### src/rtl/bfsqrt_pkg.sv
package bfsqrt_pkg;

  localparam int unsigned DEF_EXP_W     = 8;
  localparam int unsigned DEF_FRAC_W    = 7;
  localparam int unsigned DEF_SEARCH_LO = 90;

  typedef enum logic {
    SRCH_IDLE = 1'b0,
    SRCH_RUN  = 1'b1
  } srch_st_e;

  typedef enum logic {
    MUL_IDLE = 1'b0,
    MUL_RUN  = 1'b1
  } mul_st_e;

endpackage

### src/rtl/bfsqrt_classify.sv
module bfsqrt_classify
  import bfsqrt_pkg::*;
#(
  parameter int unsigned EXP_W  = DEF_EXP_W,
  parameter int unsigned FRAC_W = DEF_FRAC_W
) (
  input  logic [EXP_W+FRAC_W:0]       opnd,
  output logic                        is_special,
  output logic [EXP_W+FRAC_W:0]       special_val,
  output logic [FRAC_W+1:0]           work_mant,
  output logic signed [EXP_W+1:0]     half_exp
);

  localparam int unsigned W    = 1 + EXP_W + FRAC_W;
  localparam int unsigned EXW  = EXP_W + 2;
  localparam int unsigned BIAS = (1 << (EXP_W - 1)) - 1;

  localparam logic [W-1:0] QNAN =
    {1'b0, {EXP_W{1'b1}}, 1'b1, {(FRAC_W-1){1'b0}}};

  logic              sgn;
  logic [EXP_W-1:0]  ex;
  logic [FRAC_W-1:0] fr;
  logic              ex_ones;
  logic              ex_zero;
  logic              fr_zero;
  logic signed [EXW-1:0] ue;

  assign sgn     = opnd[W-1];
  assign ex      = opnd[W-2:FRAC_W];
  assign fr      = opnd[FRAC_W-1:0];
  assign ex_ones = &ex;
  assign ex_zero = ~|ex;
  assign fr_zero = ~|fr;

  always_comb begin
    is_special  = 1'b1;
    special_val = '0;
    if (ex_ones) begin
      if (!fr_zero) begin
        special_val = opnd;
      end else if (sgn) begin
        special_val = QNAN;
      end else begin
        special_val = opnd;
      end
    end else if (ex_zero && fr_zero) begin
      special_val = '0;
    end else if (sgn) begin
      special_val = QNAN;
    end else if (ex_zero) begin
      special_val = '0;
    end else begin
      is_special  = 1'b0;
    end
  end

  always_comb begin
    ue       = $signed({2'b00, ex}) - $signed(EXW'(BIAS));
    half_exp = (ue >>> 1) + $signed(EXW'(BIAS));
    if (ue[0]) begin
      work_mant = {1'b1, fr, 1'b0};
    end else begin
      work_mant = {1'b0, 1'b1, fr};
    end
  end

endmodule

### src/rtl/bfsqrt_mul_seq.sv
module bfsqrt_mul_seq
  import bfsqrt_pkg::*;
#(
  parameter int unsigned OP_W = DEF_FRAC_W + 2
) (
  input  logic              clk,
  input  logic              rst_n,
  input  logic              go,
  input  logic [OP_W-1:0]   op,
  output logic              rdy,
  output logic [2*OP_W-1:0] prod
);

  localparam int unsigned PW = 2 * OP_W;
  localparam int unsigned CW = $clog2(OP_W + 1);

  mul_st_e         mst_q, mst_d;
  logic [PW-1:0]   acc_q, acc_d;
  logic [PW-1:0]   mcand_q, mcand_d;
  logic [OP_W-1:0] mplier_q, mplier_d;
  logic [CW-1:0]   cnt_q, cnt_d;
  logic            reg_en;

  always_comb begin
    mst_d    = mst_q;
    acc_d    = acc_q;
    mcand_d  = mcand_q;
    mplier_d = mplier_q;
    cnt_d    = cnt_q;
    rdy      = 1'b0;
    reg_en   = 1'b0;
    case (mst_q)
      MUL_IDLE: begin
        if (go) begin
          reg_en   = 1'b1;
          mst_d    = MUL_RUN;
          acc_d    = '0;
          mcand_d  = {{OP_W{1'b0}}, op};
          mplier_d = op;
          cnt_d    = CW'(OP_W);
        end
      end
      default: begin
        reg_en = 1'b1;
        if (cnt_q != '0) begin
          if (mplier_q[0]) begin
            acc_d = acc_q + mcand_q;
          end
          mcand_d  = mcand_q << 1;
          mplier_d = mplier_q >> 1;
          cnt_d    = cnt_q - CW'(1);
        end else begin
          rdy   = 1'b1;
          mst_d = MUL_IDLE;
        end
      end
    endcase
  end

  always_ff @(posedge clk or negedge rst_n) begin
    if (!rst_n) begin
      mst_q    <= MUL_IDLE;
      acc_q    <= '0;
      mcand_q  <= '0;
      mplier_q <= '0;
      cnt_q    <= '0;
    end else if (reg_en) begin
      mst_q    <= mst_d;
      acc_q    <= acc_d;
      mcand_q  <= mcand_d;
      mplier_q <= mplier_d;
      cnt_q    <= cnt_d;
    end
  end

  assign prod = acc_q;

endmodule

### src/rtl/bfsqrt_search.sv
module bfsqrt_search
  import bfsqrt_pkg::*;
#(
  parameter int unsigned FRAC_W    = DEF_FRAC_W,
  parameter int unsigned SEARCH_LO = DEF_SEARCH_LO,
  parameter bit          SEQ_MUL   = 1'b0
) (
  input  logic              clk,
  input  logic              rst_n,
  input  logic              load,
  input  logic [FRAC_W+1:0] mant,
  output logic              busy,
  output logic              fin,
  output logic [FRAC_W+1:0] root
);

  localparam int unsigned RW = FRAC_W + 2;
  localparam int unsigned BW = RW + 1;
  localparam int unsigned PW = 2 * RW;

  localparam logic [BW-1:0] LO_INIT  = BW'(SEARCH_LO);
  localparam logic [BW-1:0] HI_INIT  = BW'(1 << (FRAC_W + 1));
  localparam logic [RW-1:0] RES_INIT = RW'(1 << FRAC_W);

  srch_st_e      st_q, st_d;
  logic [BW-1:0] lo_q, lo_d;
  logic [BW-1:0] hi_q, hi_d;
  logic [RW-1:0] res_q, res_d;
  logic [RW-1:0] mm_q, mm_d;
  logic          reg_en;

  logic [BW-1:0] mid;
  logic [RW-1:0] mul_op;
  logic          mul_go;
  logic          mul_rdy;
  logic [PW-1:0] mul_prod;
  logic          fits;

  assign mid    = (lo_q + hi_q) >> 1;
  assign mul_op = mid[RW-1:0];
  assign fits   = (mul_prod >> FRAC_W) <= {{RW{1'b0}}, mm_q};

  generate
    if (SEQ_MUL) begin : g_seq
      bfsqrt_mul_seq #(.OP_W(RW)) i_mul (
        .clk  (clk),
        .rst_n(rst_n),
        .go   (mul_go),
        .op   (mul_op),
        .rdy  (mul_rdy),
        .prod (mul_prod)
      );
    end else begin : g_comb
      assign mul_prod = {{RW{1'b0}}, mul_op} * {{RW{1'b0}}, mul_op};
      assign mul_rdy  = mul_go;
    end
  endgenerate

  always_comb begin
    st_d   = st_q;
    lo_d   = lo_q;
    hi_d   = hi_q;
    res_d  = res_q;
    mm_d   = mm_q;
    fin    = 1'b0;
    mul_go = 1'b0;
    reg_en = 1'b0;
    case (st_q)
      SRCH_IDLE: begin
        if (load) begin
          reg_en = 1'b1;
          st_d   = SRCH_RUN;
          lo_d   = LO_INIT;
          hi_d   = HI_INIT;
          res_d  = RES_INIT;
          mm_d   = mant;
        end
      end
      default: begin
        if (lo_q <= hi_q) begin
          mul_go = 1'b1;
          if (mul_rdy) begin
            reg_en = 1'b1;
            if (fits) begin
              res_d = mul_op;
              lo_d  = mid + BW'(1);
            end else begin
              hi_d  = mid - BW'(1);
            end
          end
        end else begin
          reg_en = 1'b1;
          fin    = 1'b1;
          st_d   = SRCH_IDLE;
        end
      end
    endcase
  end

  always_ff @(posedge clk or negedge rst_n) begin
    if (!rst_n) begin
      st_q  <= SRCH_IDLE;
      lo_q  <= '0;
      hi_q  <= '0;
      res_q <= '0;
      mm_q  <= '0;
    end else if (reg_en) begin
      st_q  <= st_d;
      lo_q  <= lo_d;
      hi_q  <= hi_d;
      res_q <= res_d;
      mm_q  <= mm_d;
    end
  end

  assign busy = (st_q == SRCH_RUN);
  assign root = res_q;

endmodule

### src/rtl/bfsqrt_pack.sv
module bfsqrt_pack
  import bfsqrt_pkg::*;
#(
  parameter int unsigned EXP_W  = DEF_EXP_W,
  parameter int unsigned FRAC_W = DEF_FRAC_W
) (
  input  logic [FRAC_W+1:0]       root,
  input  logic signed [EXP_W+1:0] nexp,
  output logic [EXP_W+FRAC_W:0]   word
);

  localparam int unsigned W       = 1 + EXP_W + FRAC_W;
  localparam int unsigned RW      = FRAC_W + 2;
  localparam int unsigned EXW     = EXP_W + 2;
  localparam int unsigned EXP_MAX = (1 << EXP_W) - 1;

  localparam logic [W-1:0] PINF = {1'b0, {EXP_W{1'b1}}, {FRAC_W{1'b0}}};

  logic [RW-1:0]          r;
  logic signed [EXW-1:0]  e;

  always_comb begin
    r = root;
    e = nexp;
    if (r[RW-1]) begin
      r = r >> 1;
      e = e + $signed(EXW'(1));
    end else begin
      for (int i = 0; i < FRAC_W + 1; i++) begin
        if (!r[FRAC_W] && (e > $signed(EXW'(1)))) begin
          r = r << 1;
          e = e - $signed(EXW'(1));
        end
      end
    end
    if (e >= $signed(EXW'(EXP_MAX))) begin
      word = PINF;
    end else if (e <= $signed(EXW'(0))) begin
      word = '0;
    end else begin
      word = {1'b0, e[EXP_W-1:0], r[FRAC_W-1:0]};
    end
  end

endmodule

### src/rtl/bfsqrt_unit.sv
module bfsqrt_unit
  import bfsqrt_pkg::*;
#(
  parameter int unsigned EXP_W     = DEF_EXP_W,
  parameter int unsigned FRAC_W    = DEF_FRAC_W,
  parameter int unsigned SEARCH_LO = DEF_SEARCH_LO,
  parameter bit          SEQ_MUL   = 1'b0
) (
  input  logic                    clk,
  input  logic                    rst_n,
  input  logic                    start,
  input  logic [EXP_W+FRAC_W:0]   operand,
  output logic [EXP_W+FRAC_W:0]   result,
  output logic                    done
);

  localparam int unsigned W   = 1 + EXP_W + FRAC_W;
  localparam int unsigned RW  = FRAC_W + 2;
  localparam int unsigned EXW = EXP_W + 2;

  logic [1:0] rsync_q;
  logic       rst_core_n;

  always_ff @(posedge clk or negedge rst_n) begin
    if (!rst_n) begin
      rsync_q <= '0;
    end else begin
      rsync_q <= {rsync_q[0], 1'b1};
    end
  end

  assign rst_core_n = rsync_q[1];

  logic                  spec;
  logic [W-1:0]          spec_val;
  logic [RW-1:0]         wmant;
  logic signed [EXW-1:0] hexp;

  bfsqrt_classify #(.EXP_W(EXP_W), .FRAC_W(FRAC_W)) i_classify (
    .opnd       (operand),
    .is_special (spec),
    .special_val(spec_val),
    .work_mant  (wmant),
    .half_exp   (hexp)
  );

  logic          s_busy;
  logic          s_fin;
  logic          s_load;
  logic [RW-1:0] s_root;
  logic          accept;

  assign accept = start && !s_busy;
  assign s_load = accept && !spec;

  bfsqrt_search #(
    .FRAC_W   (FRAC_W),
    .SEARCH_LO(SEARCH_LO),
    .SEQ_MUL  (SEQ_MUL)
  ) i_search (
    .clk  (clk),
    .rst_n(rst_core_n),
    .load (s_load),
    .mant (wmant),
    .busy (s_busy),
    .fin  (s_fin),
    .root (s_root)
  );

  logic signed [EXW-1:0] nexp_q;
  logic [W-1:0]          packed_w;

  bfsqrt_pack #(.EXP_W(EXP_W), .FRAC_W(FRAC_W)) i_pack (
    .root(s_root),
    .nexp(nexp_q),
    .word(packed_w)
  );

  logic [W-1:0] out_q, out_d;
  logic         done_q, done_d;
  logic         out_en;

  always_comb begin
    out_d  = out_q;
    done_d = 1'b0;
    out_en = 1'b0;
    if (accept && spec) begin
      out_d  = spec_val;
      done_d = 1'b1;
      out_en = 1'b1;
    end else if (s_fin) begin
      out_d  = packed_w;
      done_d = 1'b1;
      out_en = 1'b1;
    end
  end

  always_ff @(posedge clk or negedge rst_core_n) begin
    if (!rst_core_n) begin
      out_q  <= '0;
      done_q <= 1'b0;
      nexp_q <= '0;
    end else begin
      done_q <= done_d;
      if (out_en) begin
        out_q <= out_d;
      end
      if (s_load) begin
        nexp_q <= hexp;
      end
    end
  end

  assign result = out_q;
  assign done   = done_q;

endmodule

### config.mk
export PLATFORM = sky130hd
export DESIGN_NAME = bfsqrt_unit
export DESIGN_NICKNAME = d
export VERILOG_FILES = /design/src/rtl/bfsqrt_pkg.sv /design/src/rtl/bfsqrt_classify.sv /design/src/rtl/bfsqrt_mul_seq.sv /design/src/rtl/bfsqrt_search.sv /design/src/rtl/bfsqrt_pack.sv /design/src/rtl/bfsqrt_unit.sv
export SDC_FILE = /design/constraint.sdc
export NUM_CORES = 1
export LEC_CHECK = 0
export CAP_MARGIN = 20
export CELL_PAD_IN_SITES_DETAIL_PLACEMENT = 1
export CELL_PAD_IN_SITES_GLOBAL_PLACEMENT = 1
export CORE_MARGIN = 2
export CORE_UTILIZATION = 51
export CTS_BUF_LIST = sky130_fd_sc_hd__clkbuf_2
export DETAILED_ROUTE_END_ITERATION = 10
export DONT_BUFFER_PORTS = 1
export PLACE_DENSITY_LB_ADDON = 0.08
export SYNTH_ARGS = -nofsm -noshare
export SYNTH_HDL_FRONTEND = slang
export SYNTH_SLANG_ARGS = --single-unit
### constraint.sdc
create_clock -name clk -period 2.35 [get_ports clk]
set_input_delay 0.47 -clock clk [delete_from_list [all_inputs] [get_ports clk]]
set_output_delay 0.47 -clock clk [all_outputs]
set_load 0.05 [all_outputs]
==> results of run 1 <==
[cell usage after synthesis (6+ instances only)]
| cell type | count | area share, % |
|---|---|---|
| a211oi_1 | 13 | 0.92 |
| a21o_1 | 7 | 0.50 |
| a21oi_1 | 59 | 2.8 |
| a221oi_1 | 6 | 0.50 |
| a22oi_1 | 8 | 0.57 |
| a31oi_1 | 16 | 0.95 |
| and2_1 | 9 | 0.53 |
| and3_1 | 15 | 0.89 |
| buf_2 | 8 | 0.38 |
| clkbuf_1 | 36 | 1.3 |
| dfrtp_1 | 67 | 16 |
| fa_1 | 35 | 6.6 |
| ha_1 | 79 | 9.4 |
| inv_1 | 98 | 3.5 |
| mux2_2 | 22 | 2.3 |
| mux2i_1 | 43 | 4.1 |
| nand2_1 | 126 | 4.5 |
| nand2b_1 | 13 | 0.77 |
| nand3_1 | 45 | 2.1 |
| nand4_1 | 14 | 0.83 |
| nor2_1 | 144 | 5.1 |
| nor2b_1 | 10 | 0.59 |
| nor3_1 | 37 | 1.8 |
| nor4_1 | 11 | 0.65 |
| o2111ai_1 | 8 | 0.66 |
| o211ai_1 | 18 | 1.3 |
| o211ai_2 | 7 | 0.83 |
| o21a_1 | 19 | 1.4 |
| o21ai_0 | 91 | 4.3 |
| o21ai_1 | 8 | 0.38 |
| o22ai_1 | 7 | 0.41 |
| o31ai_1 | 13 | 0.92 |
| or2_2 | 8 | 0.47 |
| or3_1 | 10 | 0.59 |
| xnor2_1 | 55 | 4.6 |
| xor2_1 | 17 | 1.4 |
[cells by family after synthesis]
group / after synthesis / synth area share (%)
and+or+nand+nor: 478 / 22.3
AOI/OAI and AO/OA: 375 / 26.2
buffers and inverters: 155 / 5.87
adders and majority gates: 114 / 16.0
xor gates and xnor gates: 78 / 6.96
muxes: 68 / 6.80
DFF: 67 / 15.9
other: 1 / 0.0355
[metrics by stage]
step | worst slack [ns] | TNS (ns)
global placement | -7.61 | -272.89
floorplan | -9.00 | -282.62
==> flow_summary.json, run 1 <==
{
  "stop_stage": "3_5_place_dp",
  "avgSynthCellArea_um2": 7.90,
  "synth_nets": 1469,
  "die_w_um": 148,
  "synth-edff-count": 0,
  "place.gp.congestion": 0.973,
  "dieHeight_um": 148,
  "post_synth_inst_count": 1336,
  "rows": 52,
  "synth-warning-count": 0,
  "detailed_place_hpwl_um": 49500,
  "port_buffers": 0,
  "postSynth.asyncResetShare_pct": 100,
  "firstError": "[ERROR DPL-0033] detailed placement checks failed during check placement.",
  "ys_types": 114,
  "ys_ff_latch": 67,
  "ys_seq_area_share_pct": 15.9,
  "ys.flop_type": "dfrtp_1",
  "start_util_pct": 52.0,
  "status": "aborted with a tool error",
  "syn_area_um2": 10600,
  "pin_count": 36
}
==> run 2, diff against run 1 <==
- CELL_PAD_IN_SITES_DETAIL_PLACEMENT: 1 -> not set
- CELL_PAD_IN_SITES_GLOBAL_PLACEMENT: 1 -> not set
- CORE_UTILIZATION: 51 -> 40
- CTS_BUF_LIST: sky130_fd_sc_hd__clkbuf_2 -> not set
- PLACE_DENSITY_LB_ADDON: 0.08 -> 0.15
==> run 2 against run 1 <==
Synthesized area did not move. The flow now finishes, with violations (setup timing). Synthesized cell count stayed put.
==> flow_summary.json, run 2 <==
{
  "status": "finished with violations",
  "violations": "setup timing",
  "cts_sinks": 67,
  "syn_area_um2": 10600,
  "cp_slowest_cell": "a2111o_1",
  "crit_type": "register to register",
  "r2r_end": "result[3]$_DFFE_PN0P_",
  "crit_fanout": 7,
  "clk_pin_slew_ns": 0.06,
  "wire_per_inst_um": 18.1,
  "grtUsageTotal_pct": 27.8,
  "reg2regPathDepth": 57,
  "synth.area.top_cells": "dfrtp_1 16%, ha_1 9.4%, fa_1 6.6%",
  "grt_pass1_wl_um": 63200,
  "ys_types": 114,
  "post_synth_inst_count": 1336,
  "stdcell_area_um2": 16500,
  "period_share_pct": 427,
  "drt_iter0_drc": 881,
  "reg2reg_from": "nexp_q[0]$_DFFE_PN0P_",
  "setup_viol": 46,
  "cts.path.max_buffers": 2,
  "final_nets": 1964,
  "hold_viol": 0,
  "rsz0062_at_grt": "true",
  "layout.cells.non_filler": 2172,
  "ys.flop_type": "dfrtp_1",
  "synth_top_area_cell": "dfrtp_1",
  "vias_per_cell": 5.57,
  "synth_nets": 1469,
  "place.gp.congestion": 0.932,
  "skew_ns": 0.00730,
  "cts_tree": "yes",
  "pin_count": 36,
  "slowest_delay_ns": 0.51,
  "yosys.cell_count.top_type": "nor2_1",
  "largest_reg_flops": 16,
  "path_common_cell": "buf_4",
  "whs_path_depth": 1,
  "critPathRequiredTime_ns": 2.59,
  "placed_cell_area_um2": 14700,
  "syn_to_final_growth_pct": 56.2,
  "port_buffers": 0,
  "worst_pin_slew_ns": 0.951,
  "start_util_pct": 40.6,
  "wirelength_um": 39200,
  "final_common_cell": "buf_4",
  "place_inst": 2080,
  "overflow": 0,
  "startpoint_type": "register",
  "ff_latch_area_um2": 1680,
  "grt_max_degree": 66,
  "fmax_ghz": 0.0996,
  "final_cell_mix": "509 x buf_4, 125 x nor2_1, 114 x nand2_1",
  "drt_first_pass_iters": 7,
  "vias": 12100,
  "rows": 59,
  "core_um2": 26000,
  "fillers": 2211,
  "drc": 0,
  "synth-edff-count": 0,
  "multi_input_area_um2": 9420,
  "reg2reg_slack_ns": -7.69,
  "ys_ff_latch": 67,
  "antenna_found_initial": 1,
  "cap_violations": 0,
  "timing.final.ws_setup_ns": -7.69,
  "worst-path-buf-inv": 21,
  "cts-root-buf": "clkbuf_16",
  "endpoint_kind": "register",
  "maxSlewViolCount": 0,
  "slew_headroom_pct": 35.0,
  "hold_class": "primary input to register",
  "die_area_um2": 27700,
  "htreeDepth": 3,
  "hold-path-endpoint": "i_search.mm_q[8]$_DFFE_PN0P_",
  "clk_latency_ns": 0.33,
  "ys_seq_area_share_pct": 15.9,
  "synth_commonest_cells": "144 x nor2_1, 126 x nand2_1, 98 x inv_1",
  "ant_nets": 0,
  "die_w_um": 166,
  "crit_family": "compound AO/OA/AOI/OAI gates",
  "synth-warning-count": 0,
  "postSynth.asyncResetShare_pct": 100,
  "hp-start": "operand[7]",
  "final_util_pct": 63.5,
  "finalCriticalPeriod_ns": 10.04,
  "avgSynthCellArea_um2": 7.90,
  "setup_tns_ns": -271.62,
  "dieHeight_um": 166,
  "grt_pass1_vias": 12300,
  "detailed_place_hpwl_um": 29900,
  "drive_above_1_share_pct": 44.6,
  "synth_top_area_share_pct": 15.9,
  "arrival_ns": 10.28,
  "numCtsBuffers": 9
}
[run 2: timing repair]
action / in CTS / in global routing
hold buffers: 1 / 0
hold endpoints to repair: 2 / 0
cloned: 5 / 0
resized for setup: 77 / 104
pin swaps: 65 / 96
setup endpoints to repair: 46 / 46
buffers inserted: 55 / 22
[run 2: final cells by class]
type	count	share of cell area, %
clock buffer	10	1.45
inverter	101	2.36
tap	335	2.54
sequential	67	10.2
antenna	1	0.0152
multi-input combinational	1114	57.1
clock inverter	6	0.394
timing repair buffer	538	26.0
[run 2: worst max-delay path by stage]
stage,startpoint,end,cells past startpoint
4_1_cts,nexp_q[0]$_DFFE_PN0P_,result[6]$_DFFE_PN0P_,57
6_report,nexp_q[0]$_DFFE_PN0P_,result[3]$_DFFE_PN0P_,57
3_5_place_dp,nexp_q[0]$_DFFE_PN0P_,result[6]$_DFFE_PN0P_,57
5_1_grt,nexp_q[0]$_DFFE_PN0P_,result[4]$_DFFE_PN0P_,54
3_3_place_gp,nexp_q[0]$_DFFE_PN0P_,result[6]$_DFFE_PN0P_,56
2_1_floorplan,nexp_q[0]$_DFFE_PN0P_,result[6]$_DFFE_PN0P_,62
[run 2: worst reg2reg max path, delay by kind of cell, from the launching register on]
| family | cells | cell delay, ns |
|---|---|---|
| flip-flops | 1 | 0.43 |
| AND/OR/NAND/NOR | 8 | 1.15 |
| multiplexers | 2 | 0.61 |
| buffers and inverters | 21 | 2.63 |
| XOR/XNOR | 4 | 0.61 |
| adder cells (fa/ha/maj) | 5 | 0.89 |
| AO/OA/AOI/OAI | 17 | 3.66 |
[run 2: metal layers]
metal / share of wire, % / track usage, % / routed length, um
met2: 50 / 49.7 / 19700
met4: 3.8 / 10.6 / 1510
met5: 0 / 0 / 0
met3: 4.7 / 3.59 / 1830
met1: 41 / 34.1 / 16200
[run 2: stage by stage]
stage / hold WS [ns] / setup WS (ns)
2_1_floorplan: 0.174 / -9.00
3_3_place_gp: 0.174 / -7.60
3_5_place_dp: 0.174 / -7.95
4_1_cts: 0.245 / -7.84
5_1_grt: 0.272 / -8.16
6_report: 0.255 / -7.69
[run 2: cell families after synthesis]
kind of cell / count (synthesis) / share of synthesized area [%]
buffers and inverters: 155 / 5.87
XOR/XNOR: 78 / 6.96
adder cells (fa/ha/maj): 114 / 16.0
other: 1 / 0.0355
AO/OA/AOI/OAI: 375 / 26.2
AND/OR/NAND/NOR: 478 / 22.3
multiplexers: 68 / 6.80
flip-flops: 67 / 15.9
Power of run 2 is not shown: default switching activity piles up to over one toggle a cycle in this logic, so the estimate is an artifact.
==> run 3, diff against run 2 <==
- CORE_MARGIN: 2 -> 5
- CORE_UTILIZATION: 40 -> 62
==> run 3 against run 2 <==
The run now fails in 5_1_grt. Synthesized area unchanged. Synthesized cell count unchanged.
==> flow_summary.json, run 3 <==
{
  "status": "aborted with a tool error",
  "stop_stage": "5_1_grt",
  "firstError": "[ERROR GRT-0116] Global routing finished with congestion. Check the congestion regions in the DRC Viewer.",
  "synth_commonest_cells": "144 x nor2_1, 126 x nand2_1, 98 x inv_1",
  "syn_area_um2": 10600,
  "detailed_place_hpwl_um": 33000,
  "place.gp.congestion": 0.968,
  "synth_nets": 1469,
  "pin_count": 36,
  "cts-root-buf": "clkbuf_16",
  "grtUsageTotal_pct": 78.0,
  "grt_pass1_wl_um": 119000,
  "synth-warning-count": 0,
  "ys_seq_area_share_pct": 15.9,
  "synth-edff-count": 0,
  "die_w_um": 141,
  "cts.path.max_buffers": 2,
  "placed_cell_area_um2": 14400,
  "grt_max_degree": 66,
  "dieHeight_um": 141,
  "avgSynthCellArea_um2": 7.90,
  "synth_top_area_cell": "dfrtp_1",
  "rows": 47,
  "yosys.cell_count.top_type": "nor2_1",
  "synth_top_area_share_pct": 15.9,
  "ys.flop_type": "dfrtp_1",
  "overflow": 16,
  "synth.area.top_cells": "dfrtp_1 16%, ha_1 9.4%, fa_1 6.6%",
  "post_synth_inst_count": 1336,
  "start_util_pct": 63.4,
  "grt_pass1_vias": 18800,
  "port_buffers": 0,
  "ys_types": 114,
  "cts_sinks": 67,
  "numCtsBuffers": 9,
  "ys_ff_latch": 67,
  "postSynth.asyncResetShare_pct": 100,
  "htreeDepth": 3
}
-- run 3: cell counts after synthesis --
No cell type changed its count.
-- run 3: per-stage QoR --
stage | setup TNS [ns] | setup slack [ns] | util, % | cells
after floorplan | -282.62 | -9.00 | - | 1336
after global placement | -271.47 | -7.65 | 86.6 | 1956
after detailed placement | -293.85 | -8.19 | 86.6 | 1956
after CTS | -282.40 | -7.92 | 95.9 | 2038
-- run 3: cells by family after synthesis --
logic type                 synth area share [%]
AOI/OAI and AO/OA                          26.2
adders and majority gates                  16.0
and+or+nand+nor                            22.3
muxes                                      6.80
DFF                                        15.9
xor gates and xnor gates                   6.96
buffers and inverters                      5.87
other                                    0.0355
-- run 3: layer usage --
metal / overflow / track usage [%]
met5: 0 / 36.3
met4: 12 / 82.2
met3: 1 / 66.4
met2: 3 / 90.8
met1: 0 / 76.2
-- run 3: what timing repair did --
action                     CTS
setup endpoints to repair   46
gates cloned                 3
pin swaps                  115
setup buffers               70
hold endpoints to repair     2
resized for setup          175
hold buffers                 1
